`config.mk`:
```
export PLATFORM = sky130hd
export DESIGN_NAME = mixer_readout
export DESIGN_NICKNAME = d
export VERILOG_FILES = /design/src/rtl/mixer_readout_pkg.sv /design/src/rtl/mixer_cfg_regs.sv /design/src/rtl/mixer_nco.sv /design/src/rtl/mixer_cmul.sv /design/src/rtl/mixer_out_stage.sv /design/src/rtl/mixer_readout.sv
export SDC_FILE = /design/constraint.sdc
export NUM_CORES = 2
export LEC_CHECK = 0
export ABC_AREA = 1
export CORE_ASPECT_RATIO = 1.25
export CORE_MARGIN = 2
export CORE_UTILIZATION = 55
export CTS_CLUSTER_DIAMETER = 200
export DETAILED_ROUTE_END_ITERATION = 12
export GPL_TIMING_DRIVEN = 1
export HOLD_SLACK_MARGIN = 0.15
export PLACE_DENSITY = 0.8
export SETUP_SLACK_MARGIN = 0.5
export SKIP_CTS_REPAIR_TIMING = 1
export SLEW_MARGIN = 20
export SYNTH_ARGS = -nofsm -noshare
export SYNTH_HDL_FRONTEND = slang
export SYNTH_SLANG_ARGS = --single-unit
export TNS_END_PERCENT = 10
```
`constraint.sdc`:
```
create_clock -name clk -period 11.65 [get_ports clk]
set_clock_uncertainty 0.05 [all_clocks]
set_input_delay 1.7475 -clock clk [delete_from_list [all_inputs] [get_ports clk]]
set_output_delay 1.7475 -clock clk [all_outputs]
set_load 0.005 [all_outputs]
```
`src/rtl/mixer_readout_pkg.sv`:
```
`timescale 1ns/1ps
package mixer_readout_pkg;

    localparam int SMP_W   = 16;
    localparam int PHASE_W = 32;
    localparam int COUNT_W = 16;
    localparam int MIX_W   = 2 * SMP_W + 1;
    localparam int EXT_W   = MIX_W + 1;
    localparam int AMP     = (1 << (SMP_W - 1)) - 1;

    localparam logic [2:0] ADDR_STEP   = 3'd0;
    localparam logic [2:0] ADDR_PHASE  = 3'd1;
    localparam logic [2:0] ADDR_COUNT  = 3'd2;
    localparam logic [2:0] ADDR_SEL    = 3'd3;
    localparam logic [2:0] ADDR_RUN    = 3'd4;
    localparam logic [2:0] ADDR_COMMIT = 3'd5;

    typedef enum logic [1:0] {
        SEL_PRODUCT = 2'd0,
        SEL_OSC     = 2'd1,
        SEL_BYPASS  = 2'd2,
        SEL_ALT     = 2'd3
    } sel_e;

    typedef enum logic {
        RUN_COUNT = 1'b0,
        RUN_FREE  = 1'b1
    } run_e;

    typedef struct packed {
        logic signed [SMP_W-1:0] q;
        logic signed [SMP_W-1:0] i;
    } iq_t;

    typedef struct packed {
        logic [PHASE_W-1:0] step;
        logic [PHASE_W-1:0] phase;
        logic [COUNT_W-1:0] count;
        sel_e               sel;
        run_e               run;
    } cfg_t;

    localparam cfg_t CFG_RESET = '{
        step:  '0,
        phase: '0,
        count: COUNT_W'(10),
        sel:   SEL_PRODUCT,
        run:   RUN_FREE
    };

    // pi/2 in Q2.30
    localparam longint HALF_PI_Q30 = 64'd1686629713;

    // sine of (pi/2)*num/den in Q2.30 by odd power series
    function automatic longint quarter_sine_q30(input longint num, input longint den);
        longint x;
        longint term;
        longint acc;
        x    = (HALF_PI_Q30 * num) / den;
        term = x;
        acc  = x;
        for (int n = 1; n <= 5; n++) begin
            term = (term * x) >>> 30;
            term = (term * x) >>> 30;
            term = -term / longint'((2 * n) * (2 * n + 1));
            acc  = acc + term;
        end
        return acc;
    endfunction

    // table entry k of an n-entry full-wave sine, amplitude AMP
    function automatic logic signed [SMP_W-1:0] wave_sin(input int k, input int n);
        int     qtr;
        int     m;
        longint v;
        longint amp;
        logic   neg;
        qtr = n / 4;
        m   = k % n;
        neg = 1'b0;
        if (m < qtr) begin
            v = quarter_sine_q30(longint'(m), longint'(qtr));
        end else if (m < 2 * qtr) begin
            v = quarter_sine_q30(longint'(2 * qtr - m), longint'(qtr));
        end else if (m < 3 * qtr) begin
            v   = quarter_sine_q30(longint'(m - 2 * qtr), longint'(qtr));
            neg = 1'b1;
        end else begin
            v   = quarter_sine_q30(longint'(n - m), longint'(qtr));
            neg = 1'b1;
        end
        amp = (v * longint'(AMP) + (longint'(1) <<< 29)) >>> 30;
        if (amp > longint'(AMP)) amp = longint'(AMP);
        if (neg) amp = -amp;
        return SMP_W'(amp);
    endfunction

    localparam logic signed [EXT_W-1:0] RND_HALF = EXT_W'(1) << (SMP_W - 2);
    localparam logic signed [EXT_W-1:0] POS_LIM  = EXT_W'(AMP);
    localparam logic signed [EXT_W-1:0] NEG_LIM  = ~POS_LIM;

    // round a Q(2*SMP_W-1) sum back to SMP_W bits with clamping
    function automatic logic signed [SMP_W-1:0] round_sat(input logic signed [MIX_W-1:0] v);
        logic signed [EXT_W-1:0] t;
        t = ($signed({v[MIX_W-1], v}) + RND_HALF) >>> (SMP_W - 1);
        if (t > POS_LIM)      return POS_LIM[SMP_W-1:0];
        else if (t < NEG_LIM) return NEG_LIM[SMP_W-1:0];
        else                  return t[SMP_W-1:0];
    endfunction

endpackage

```
`src/rtl/mixer_cfg_regs.sv`:
```
`timescale 1ns/1ps
module mixer_cfg_regs
    import mixer_readout_pkg::*;
(
    input  logic        clk,
    input  logic        rst,
    input  logic        wr,
    input  logic [2:0]  addr,
    input  logic [31:0] wdata,
    output logic [PHASE_W-1:0] load_phase,
    output cfg_t        live,
    output logic        commit
);

    cfg_t staged;
    logic armed;

    assign commit     = wr && (addr == ADDR_COMMIT) && !wdata[0] && armed;
    assign load_phase = staged.phase;

    always_ff @(posedge clk) begin
        if (rst) begin
            staged <= CFG_RESET;
            live   <= CFG_RESET;
            armed  <= 1'b0;
        end else begin
            if (wr) begin
                case (addr)
                    ADDR_STEP:   staged.step  <= wdata[PHASE_W-1:0];
                    ADDR_PHASE:  staged.phase <= wdata[PHASE_W-1:0];
                    ADDR_COUNT:  staged.count <= wdata[COUNT_W-1:0];
                    ADDR_SEL:    staged.sel   <= sel_e'(wdata[1:0]);
                    ADDR_RUN:    staged.run   <= run_e'(wdata[0]);
                    ADDR_COMMIT: armed        <= wdata[0];
                    default: ;
                endcase
            end
            if (commit) live <= staged;
        end
    end


    config_hold_chk: assert property (@(posedge clk) disable iff (rst)
        !commit |=> $stable(live));


    config_commit_chk: assert property (@(posedge clk) disable iff (rst)
        commit |=> live == $past(staged));

endmodule

```
`src/rtl/mixer_nco.sv`:
```
`timescale 1ns/1ps
module mixer_nco
    import mixer_readout_pkg::*;
#(
    parameter int LUT_AW = 8
)(
    input  logic               clk,
    input  logic               rst,
    input  logic               commit,
    input  logic [PHASE_W-1:0] load_phase,
    input  logic [PHASE_W-1:0] step,
    input  logic               in_valid,
    input  iq_t                in_data,
    output logic               v2,
    output iq_t                d2,
    output logic signed [SMP_W-1:0] cos2,
    output logic signed [SMP_W-1:0] sin2
);

    localparam int LUT_N = 1 << LUT_AW;
    localparam logic [LUT_AW-1:0] QTR = LUT_AW'(LUT_N / 4);

    logic signed [SMP_W-1:0] sin_tab [LUT_N];

    for (genvar g = 0; g < LUT_N; g++) begin : g_tab
        localparam logic signed [SMP_W-1:0] ENTRY = wave_sin(g, LUT_N);
        assign sin_tab[g] = ENTRY;
    end

    logic [PHASE_W-1:0] acc;
    logic               v1;
    iq_t                d1;
    logic [LUT_AW-1:0]  idx1;
    logic [LUT_AW-1:0]  cidx;

    assign cidx = idx1 + QTR;

    always_ff @(posedge clk) begin
        if (rst) begin
            acc  <= '0;
            v1   <= 1'b0;
            d1   <= '0;
            idx1 <= '0;
            v2   <= 1'b0;
            d2   <= '0;
            cos2 <= '0;
            sin2 <= '0;
        end else begin
            v1 <= in_valid;
            if (in_valid) begin
                d1   <= in_data;
                idx1 <= acc[PHASE_W-1 -: LUT_AW];
            end
            if (commit)        acc <= load_phase;
            else if (in_valid) acc <= acc + step;

            v2 <= v1;
            if (v1) begin
                d2   <= d1;
                sin2 <= sin_tab[idx1];
                cos2 <= sin_tab[cidx];
            end
        end
    end


    phase_reload_chk: assert property (@(posedge clk) disable iff (rst)
        commit |=> acc == $past(load_phase));


    phase_idle_chk: assert property (@(posedge clk) disable iff (rst)
        (!commit && !in_valid) |=> $stable(acc));

endmodule

```
`src/rtl/mixer_cmul.sv`:
```
`timescale 1ns/1ps
module mixer_cmul
    import mixer_readout_pkg::*;
(
    input  logic                    clk,
    input  logic                    rst,
    input  logic                    v2,
    input  iq_t                     d2,
    input  logic signed [SMP_W-1:0] cos2,
    input  logic signed [SMP_W-1:0] sin2,
    output logic                    v3,
    output iq_t                     byp3,
    output iq_t                     osc3,
    output iq_t                     mix3
);

    logic signed [2*SMP_W-1:0] p_ic, p_qs, p_is, p_qc;
    logic signed [MIX_W-1:0]   re_n, im_n;
    logic signed [MIX_W-1:0]   re3, im3;

    always_comb begin
        p_ic = d2.i * cos2;
        p_qs = d2.q * sin2;
        p_is = d2.i * sin2;
        p_qc = d2.q * cos2;
        re_n = MIX_W'(p_ic) - MIX_W'(p_qs);
        im_n = MIX_W'(p_is) + MIX_W'(p_qc);
    end

    always_ff @(posedge clk) begin
        if (rst) begin
            v3   <= 1'b0;
            byp3 <= '0;
            osc3 <= '0;
            re3  <= '0;
            im3  <= '0;
        end else begin
            v3 <= v2;
            if (v2) begin
                byp3   <= d2;
                osc3.i <= cos2;
                osc3.q <= sin2;
                re3    <= re_n;
                im3    <= im_n;
            end
        end
    end

    always_comb begin
        mix3.i = round_sat(re3);
        mix3.q = round_sat(im3);
    end

endmodule

```
`src/rtl/mixer_out_stage.sv`:
```
`timescale 1ns/1ps
module mixer_out_stage
    import mixer_readout_pkg::*;
(
    input  logic               clk,
    input  logic               rst,
    input  logic               commit,
    input  sel_e               sel,
    input  run_e               run,
    input  logic [COUNT_W-1:0] count,
    input  logic               v3,
    input  iq_t                byp3,
    input  iq_t                osc3,
    input  iq_t                mix3,
    output logic               m_valid,
    output iq_t                m_data
);

    logic [COUNT_W-1:0] sent;
    logic               room;
    logic               fire;
    iq_t                pick;

    always_comb begin
        unique case (sel)
            SEL_OSC:    pick = osc3;
            SEL_BYPASS: pick = byp3;
            default:    pick = mix3;
        endcase
        room = (run == RUN_FREE) || (sent < count);
        fire = v3 && room;
    end

    always_ff @(posedge clk) begin
        if (rst) begin
            m_valid <= 1'b0;
            m_data  <= '0;
            sent    <= '0;
        end else begin
            m_valid <= fire;
            if (fire) m_data <= pick;
            if (commit)                          sent <= '0;
            else if (fire && run == RUN_COUNT)   sent <= sent + 1'b1;
        end
    end


    count_limit_chk: assert property (@(posedge clk) disable iff (rst)
        (run == RUN_COUNT) |-> sent <= count);


    count_stop_chk: assert property (@(posedge clk) disable iff (rst)
        (run == RUN_COUNT && sent == count && !commit) |=> !m_valid);


    free_run_chk: assert property (@(posedge clk) disable iff (rst)
        (run == RUN_FREE && v3) |=> m_valid);


    valid_source_chk: assert property (@(posedge clk) disable iff (rst)
        m_valid |-> $past(v3));

endmodule

```
`src/rtl/mixer_readout.sv`:
```
`timescale 1ns/1ps
module mixer_readout
    import mixer_readout_pkg::*;
#(
    parameter int LUT_AW = 8
)(
    input  logic        clk,
    input  logic        rst,
    input  logic        cfg_wr,
    input  logic [2:0]  cfg_addr,
    input  logic [31:0] cfg_wdata,
    input  logic        s_tvalid,
    input  logic [31:0] s_tdata,
    output logic        m_tvalid,
    output logic [31:0] m_tdata
);

    cfg_t               live;
    logic               commit;
    logic [PHASE_W-1:0] load_phase;
    iq_t                in_s;
    logic               v2, v3;
    iq_t                d2, byp3, osc3, mix3, out_w;
    logic signed [SMP_W-1:0] cos2, sin2;

    assign in_s = s_tdata;

    mixer_cfg_regs u_regs (
        .clk        (clk),
        .rst        (rst),
        .wr         (cfg_wr),
        .addr       (cfg_addr),
        .wdata      (cfg_wdata),
        .load_phase (load_phase),
        .live       (live),
        .commit     (commit)
    );

    mixer_nco #(.LUT_AW(LUT_AW)) u_nco (
        .clk        (clk),
        .rst        (rst),
        .commit     (commit),
        .load_phase (load_phase),
        .step       (live.step),
        .in_valid   (s_tvalid),
        .in_data    (in_s),
        .v2         (v2),
        .d2         (d2),
        .cos2       (cos2),
        .sin2       (sin2)
    );

    mixer_cmul u_cmul (
        .clk  (clk),
        .rst  (rst),
        .v2   (v2),
        .d2   (d2),
        .cos2 (cos2),
        .sin2 (sin2),
        .v3   (v3),
        .byp3 (byp3),
        .osc3 (osc3),
        .mix3 (mix3)
    );

    mixer_out_stage u_out (
        .clk     (clk),
        .rst     (rst),
        .commit  (commit),
        .sel     (live.sel),
        .run     (live.run),
        .count   (live.count),
        .v3      (v3),
        .byp3    (byp3),
        .osc3    (osc3),
        .mix3    (mix3),
        .m_valid (m_tvalid),
        .m_data  (out_w)
    );

    assign m_tdata = out_w;

endmodule

```
### Word level (Yosys, flattened, before mapping)

Memories as Yosys holds them, arrays and structs flattened. A register that Yosys moved wholly into a read port is not among the register bits.
Index checks and enable logic that the tools add are counted.

* register bits: 421
* memory bits (read-only): 8192
* bits of input ports: 71
* output and inout port bits: 33
* word-level logic and storage cells: 80
* memories: 2

Memories
* (no name shown): depth 256, width 16, read ports 1, clocked after memory_dff 1, wr ports 0, line mixer_nco.sv:61 `cos2 <= sin_tab[cidx];`
* (no name shown): depth 256, width 16, read ports 1, clocked after memory_dff 1, wr ports 0, line mixer_nco.sv:60 `sin2 <= sin_tab[idx1];`

* $add $sub $neg: 7
* multipliers: 4
* magnitude comparators: 5
* equal/unequal tests: 7
* mux-type cells: 7
* bitwise gates (word level): 3
* reduce and logical (&&, ||, !) cells: 16

Operators by type and width (count)
* $mul A16 B16 Y32: 4
* $add A33 B16 Y34 const B: 2
* $mux W16: 4
* $mux W32: 2
* $pmux W32 S2: 1
* $gt A19 B16 Y1 const B: 2
* $lt A19 B16 Y1 const B: 2
* $add A32 B32 Y33: 1
* $sub A32 B32 Y33: 1
* $add A32 B32 Y32: 1
* $not A8 Y9: 2
* $add A16 B1 Y16 const B: 1
* $lt A16 B16 Y1: 1
* $reduce_and A2 Y1: 6
* $add A8 B7 Y8 const B: 1
* $eq A3 B2 Y1 const B: 2
* $eq A3 B3 Y1 const B: 2
* $logic_and A1 B1 Y1: 5
* $eq A3 B1 Y1 const B: 1
* $logic_not A3 Y1: 1
* $eq A2 B1 Y1 const B: 1
* $eq A2 B2 Y1 const B: 1
* $reduce_bool A2 Y1: 1
* $reduce_or A2 Y1: 1
* other kinds (3): 3

### Depth between registers and ports, before layout

* depth in word-level cells: 5
* depth in mapped cells: 34
* gate-level depth less buffers: 32

### Modules after synthesis

A second synthesis with hierarchy kept.

* cell total of the unflattened synthesis: 9426
* area, all modules: 68858.5 µm²

By module, submodules not included
* mixer_cmul: times used 1, cells an instance 5875, area an instance 46667.3 µm², seq. area each 2062.0 µm²
* mixer_nco: times used 1, cells an instance 2047, area an instance 11544.8 µm², seq. area each 2762.6 µm²
* mixer_cfg_regs: times used 1, cells an instance 1043, area an instance 7178.1 µm², seq. area each 3343.2 µm²
* mixer_out_stage: times used 1, cells an instance 461, area an instance 3468.3 µm², seq. area each 980.9 µm²

### Worst setup path after synthesis

No wires, ideal clock.

* kind: reg2reg
* start: reg u_nco.d2[31] (netlist name)
* end: reg u_cmul.re3[23]
* setup time: 0.109 ns
* data arrival time: 6.800 ns
* required time: 11.491 ns
* path slack: 4.691 ns
* cell stages (with the launch flop): 27
* buffers on the path: 2
* clock period less this slack: 6.959 ns
* path through: dfxtp_1 clkbuf_1 clkbuf_1 nand2_1 inv_1 fa_1 fa_1 fa_1 inv_1 fa_1 fa_1 fa_1 fa_1 inv_1 fa_1 inv_1 ha_1 nand2_1 nor2_1 inv_1 nor2_1 inv_1 o211ai_1 and2_1 o21ai_0 nand2_1 inv_1

* word-level cells in the longest chain between the ends: 2

Ends and longest elaborated chain
* $mul A16 B16 Y32: line mixer_cmul.sv:23 `p_qs = d2.q * sin2;`
* $sub A32 B32 Y33: line mixer_cmul.sv:26 `re_n = MIX_W'(p_ic) - MIX_W'(p_qs);`
* to (signal assigned): line mixer_cmul.sv:43 `re3 <= re_n;`
* to (decl): line mixer_cmul.sv:19 `logic signed [MIX_W-1:0] re3, im3;`

Every way passes these cells.
A chain may end at the register's enable or synchronous reset.

### Worst setup path after layout

* start: reg u_nco.sin2[0]
* end: reg u_cmul.re3[29]

* word-level cells in the longest chain between the ends: 2

Ends and longest elaborated chain
* from (decl): line mixer_nco.sv:17 `output logic signed [SMP_W-1:0] sin2`
* $mul A16 B16 Y32: line mixer_cmul.sv:23
* $sub A32 B32 Y33: line mixer_cmul.sv:26

Every way passes these cells.

==> flow_summary.toml <==
[floorplan]
core-area_um2 = 118000
die_x_um = 312
die_height_um = 389
boundaryPins = 104
start_util = 0.553
dieArea_um2 = 121000
num_rows = 141

[clock_tree]
cts_tree = "built"
cts_buffers = 47
htree_num_levels = 2
worst_skew_pair.late_latency_ns = 0.68
maximum_clock_insertion_buffer_count = 3
clkTransAtPathRegs_ns = 0.06
cts.sinks = 425
clockRootBuffer = "sky130_fd_sc_hd__clkbuf_16"

[logic_synthesis]
cell_area_after_technology_mapping_um2 = 65300
post_synth.cell_area_avg_um2 = 7.51
synth_top_cell_by_area = "sky130_fd_sc_hd__fa_1"
synthFlopType = "sky130_fd_sc_hd__dfxtp_1"
synthesis.yosys.warnings = 0
synth.most_common_cell = "sky130_fd_sc_hd__inv_1"
synth_common_cells = "sky130_fd_sc_hd__inv_1 (2108), sky130_fd_sc_hd__nand2_1 (1819), sky130_fd_sc_hd__fa_1 (1173)"
syn_inst = 8686
ys_seq_elements = 425
asyncSetResetFlopFracSynth = 0
synth_enable_flop_cells = 0
synth_sequential_area_ratio = 0.130
synth_cell_types = 68
leading_cell_types_by_total_area_after_synthesis = "sky130_fd_sc_hd__fa_1 (36%), sky130_fd_sc_hd__dfxtp_1 (13%), sky130_fd_sc_hd__inv_1 (12%)"
synth.net_count = 10298
synth.top_cell.area_share = 0.360

[timing]
worst_hold_slack_ns = 0.390
final_critical_delay_including_setup_and_external_delays_ns = 8.16
slew_headroom = 0.219
finalMaxSlewViolations = 0
fmax_ghz = 0.122
finalHoldViolCount = 0
rsz0062_at_grt = "no"
timing.final.ws_setup_ns = 3.49
report.final.setup_viol = 0
tns_ns = 0
period_share = 0.701
worst_slew_pin_slew_ns = 1.17

[critical_path]
critPathLaunchType = "flip-flop"
setup.worst_path.end_class = "flip-flop"
cp_max_fo = 33
r2r-end = "u_cmul.re3[29]$_SDFFE_PP0P_"
ff2ff_path_depth = 24
crit_path_start = "u_nco.sin2[0]$_SDFFE_PP0P_"
regToRegStartpoint = "u_nco.sin2[0]$_SDFFE_PP0P_"
criticalPathCategory = "reg -> reg"
critPathRequiredTime_ns = 12.11
critPathArrivalTime_ns = 8.63
regToRegSetupSlack_ns = 3.49

[finish]
fin_cells = 10106
layout.cell_area.non_filler_um2 = 68900
final_core_utilization = 0.584
final_nets = 10108
areaGrowthSynthToFinish_pct = 5.54
drive_above_1_share = 0.0382

[hold_path]
timing.hold.worst.start = "u_regs.staged[60]$_SDFFE_PP0P_"
holdPathStages = 2
timing.hold.worst.class = "reg -> reg"
min_to = "u_regs.live[60]$_SDFFE_PP0P_"

[flow_run]
max_cap_viol_count = 0

[placed_design]
placement.io_buffers = 103
placedCellCount = 10020
pre_cts_slack_ns = 3.60
place_congestion = 0.959
post_dp_cell_area_um2 = 67200
dpl.hpwl_mm = 156

[routing]
drtPass1Iterations = 8
avgRoutedWirePerCell_um = 20.8
post-route-drc-count = 0
drt_wl_total_mm = 210
via_count = 57126
detail-route-antenna-nets = 0
detailedRoute.firstIterationViolations = 5926
detail_route.vias_per_cell = 5.65

[global_routing]
grt_util_met1 = 0.454
global_route.peak_usage_layer = "met2"
gr-total-overflow = 0
global_route.usage.met3 = 0.0791
antenna_found_initial = 5
use_met2 = 0.549
grt_pass1_wl_mm = 332
grt.total_usage = 0.352
number_of_global_route_vias_before_repair = 59242
grt_max_degree = 125

[power]
pd_cells_nw_per_um2 = 177
vdd.ir_drop.worst_mv = 0.517
flop_pwr_share = 0.131
switching_power_mw = 6.75
combinationalPowerShare = 0.735
power.internal_mw = 5.45
power.clock.fraction = 0.134
power.total_mw = 12.2
switching_share = 0.554
leakagePower_nw = 36.9

[status]
run_status = "finished, final reports clean"
## final cells by class
type,instances,area (um^2)
Antenna cell,2,5.00
Clock buffer,64,1360
Clock inverter,20,298
Fill cell,10545,49100
Inverter,2125,7990
Multi-Input combinational cell,5687,46900
Sequential cell,425,8510
Tap cell,1573,1970
Timing Repair Buffer,210,1830
## worst max-delay path, cell delays in order (launching register included)
cell,delay (ns)
sky130_fd_sc_hd__dfxtp_1,0.31
sky130_fd_sc_hd__buf_4,0.52
sky130_fd_sc_hd__nand2_1,0.25
sky130_fd_sc_hd__inv_1,0.72
sky130_fd_sc_hd__fa_1,0.59
sky130_fd_sc_hd__fa_1,0.49
sky130_fd_sc_hd__fa_1,0.49
sky130_fd_sc_hd__inv_1,0.05
sky130_fd_sc_hd__fa_1,0.47
sky130_fd_sc_hd__fa_1,0.59
sky130_fd_sc_hd__fa_1,0.44
sky130_fd_sc_hd__fa_1,0.50
sky130_fd_sc_hd__inv_1,0.06
sky130_fd_sc_hd__fa_1,0.48
sky130_fd_sc_hd__inv_1,0.04
sky130_fd_sc_hd__ha_1,0.41
sky130_fd_sc_hd__nand2_1,0.13
sky130_fd_sc_hd__nor2_1,0.34
sky130_fd_sc_hd__inv_1,0.07
sky130_fd_sc_hd__o21ai_0,0.40
sky130_fd_sc_hd__a21oi_1,0.18
sky130_fd_sc_hd__nand3_1,0.13
sky130_fd_sc_hd__nand2_1,0.05
sky130_fd_sc_hd__o21ai_0,0.17
sky130_fd_sc_hd__inv_1,0.05
## state kept, by name, indices dropped and copies added (netlist names), 8 cells and up
register,count
u_cmul.byp3,32
u_cmul.im3,19
u_cmul.osc3,32
u_cmul.re3,19
u_nco.acc,32
u_nco.cos2,16
u_nco.d1,32
u_nco.d2,32
u_nco.idx1,8
u_nco.sin2,16
u_out.m_data,32
u_out.sent,16
u_regs.live,51
u_regs.load_phase,32
u_regs.staged,51
## metal layers
metal	wire length (um)	vias to the layer above	share of wire
met5	13	-	0.000062
met4	14400	2	0.069
met3	23000	787	0.11
met2	93100	3169	0.44
met1	79900	27833	0.38
li1	-	25335	-
## logic make-up after synthesis
group	after synthesis	share of synthesized area
compound gates	1006	0.0867
xor+xnor	82	0.0110
fa+ha+maj	1541	0.430
buf+inv	2574	0.151
flops	425	0.130
simple gates	3058	0.191
## worst max-delay path by stage
stage / to / slack [ns] / cells past startpoint
6_report: u_cmul.re3[29]$_SDFFE_PP0P_ / 3.49 / 24
3_5_place_dp: u_cmul.im3[24]$_SDFFE_PP0P_ / 3.60 / 29
4_1_cts: u_cmul.re3[29]$_SDFFE_PP0P_ / 3.62 / 24
5_1_grt: u_cmul.re3[29]$_SDFFE_PP0P_ / 3.13 / 24
3_3_place_gp: u_cmul.re3[29]$_SDFFE_PP0P_ / 3.63 / 24
2_1_floorplan: u_cmul.re3[23]$_SDFFE_PP0P_ / 4.69 / 26
## cells in the final DEF, fill, tap and decap left out, types with 7 or more instances in the layout
cell type / synthesis / layout
sky130_fd_sc_hd__nand3b_1: 9 / 9
sky130_fd_sc_hd__nor4_1: 9 / 9
sky130_fd_sc_hd__o31ai_1: 8 / 8
sky130_fd_sc_hd__a41oi_1: 7 / 7
sky130_fd_sc_hd__a21oi_1: 319 / 319
sky130_fd_sc_hd__inv_1: 2108 / 2105
sky130_fd_sc_hd__xnor2_1: 25 / 25
sky130_fd_sc_hd__buf_4: 5 / 108
sky130_fd_sc_hd__o21bai_1: 13 / 13
sky130_fd_sc_hd__nand3_1: 261 / 261
sky130_fd_sc_hd__nor2_1: 750 / 749
sky130_fd_sc_hd__inv_2: 12 / 14
sky130_fd_sc_hd__clkbuf_16: 0 / 47
sky130_fd_sc_hd__o21a_1: 12 / 12
sky130_fd_sc_hd__fa_1: 1173 / 1173
sky130_fd_sc_hd__nor3_1: 42 / 42
sky130_fd_sc_hd__clkbuf_8: 6 / 12
sky130_fd_sc_hd__a21boi_0: 8 / 8
sky130_fd_sc_hd__nand3_2: 12 / 12
sky130_fd_sc_hd__clkdlybuf4s50_1: 0 / 101
sky130_fd_sc_hd__or2_2: 27 / 27
sky130_fd_sc_hd__xor2_1: 57 / 57
sky130_fd_sc_hd__a221o_2: 10 / 10
sky130_fd_sc_hd__o22ai_1: 11 / 11
sky130_fd_sc_hd__a21o_1: 17 / 17
sky130_fd_sc_hd__ha_1: 368 / 368
sky130_fd_sc_hd__a221o_1: 20 / 20
sky130_fd_sc_hd__nand2_1: 1819 / 1819
sky130_fd_sc_hd__dfxtp_1: 425 / 422
sky130_fd_sc_hd__a31oi_1: 30 / 29
sky130_fd_sc_hd__o211ai_1: 34 / 34
sky130_fd_sc_hd__nand2_2: 41 / 41
sky130_fd_sc_hd__o21ai_0: 463 / 463
sky130_fd_sc_hd__nand4_1: 63 / 63
sky130_fd_sc_hd__o21ai_1: 14 / 14
sky130_fd_sc_hd__nor2_2: 10 / 10
## power groups by stage
stage          logic [mW]  clock network [mW]  registers, mW
4_1_cts              8.76                1.66           1.60
3_3_place_gp         8.66                   0           1.63
6_report             8.96                1.63           1.60
2_1_floorplan        5.99                   0           1.60
3_5_place_dp         8.69                   0           1.63
5_1_grt              9.95                1.71           1.61
Note: power is estimated with default switching activity, not from simulation.
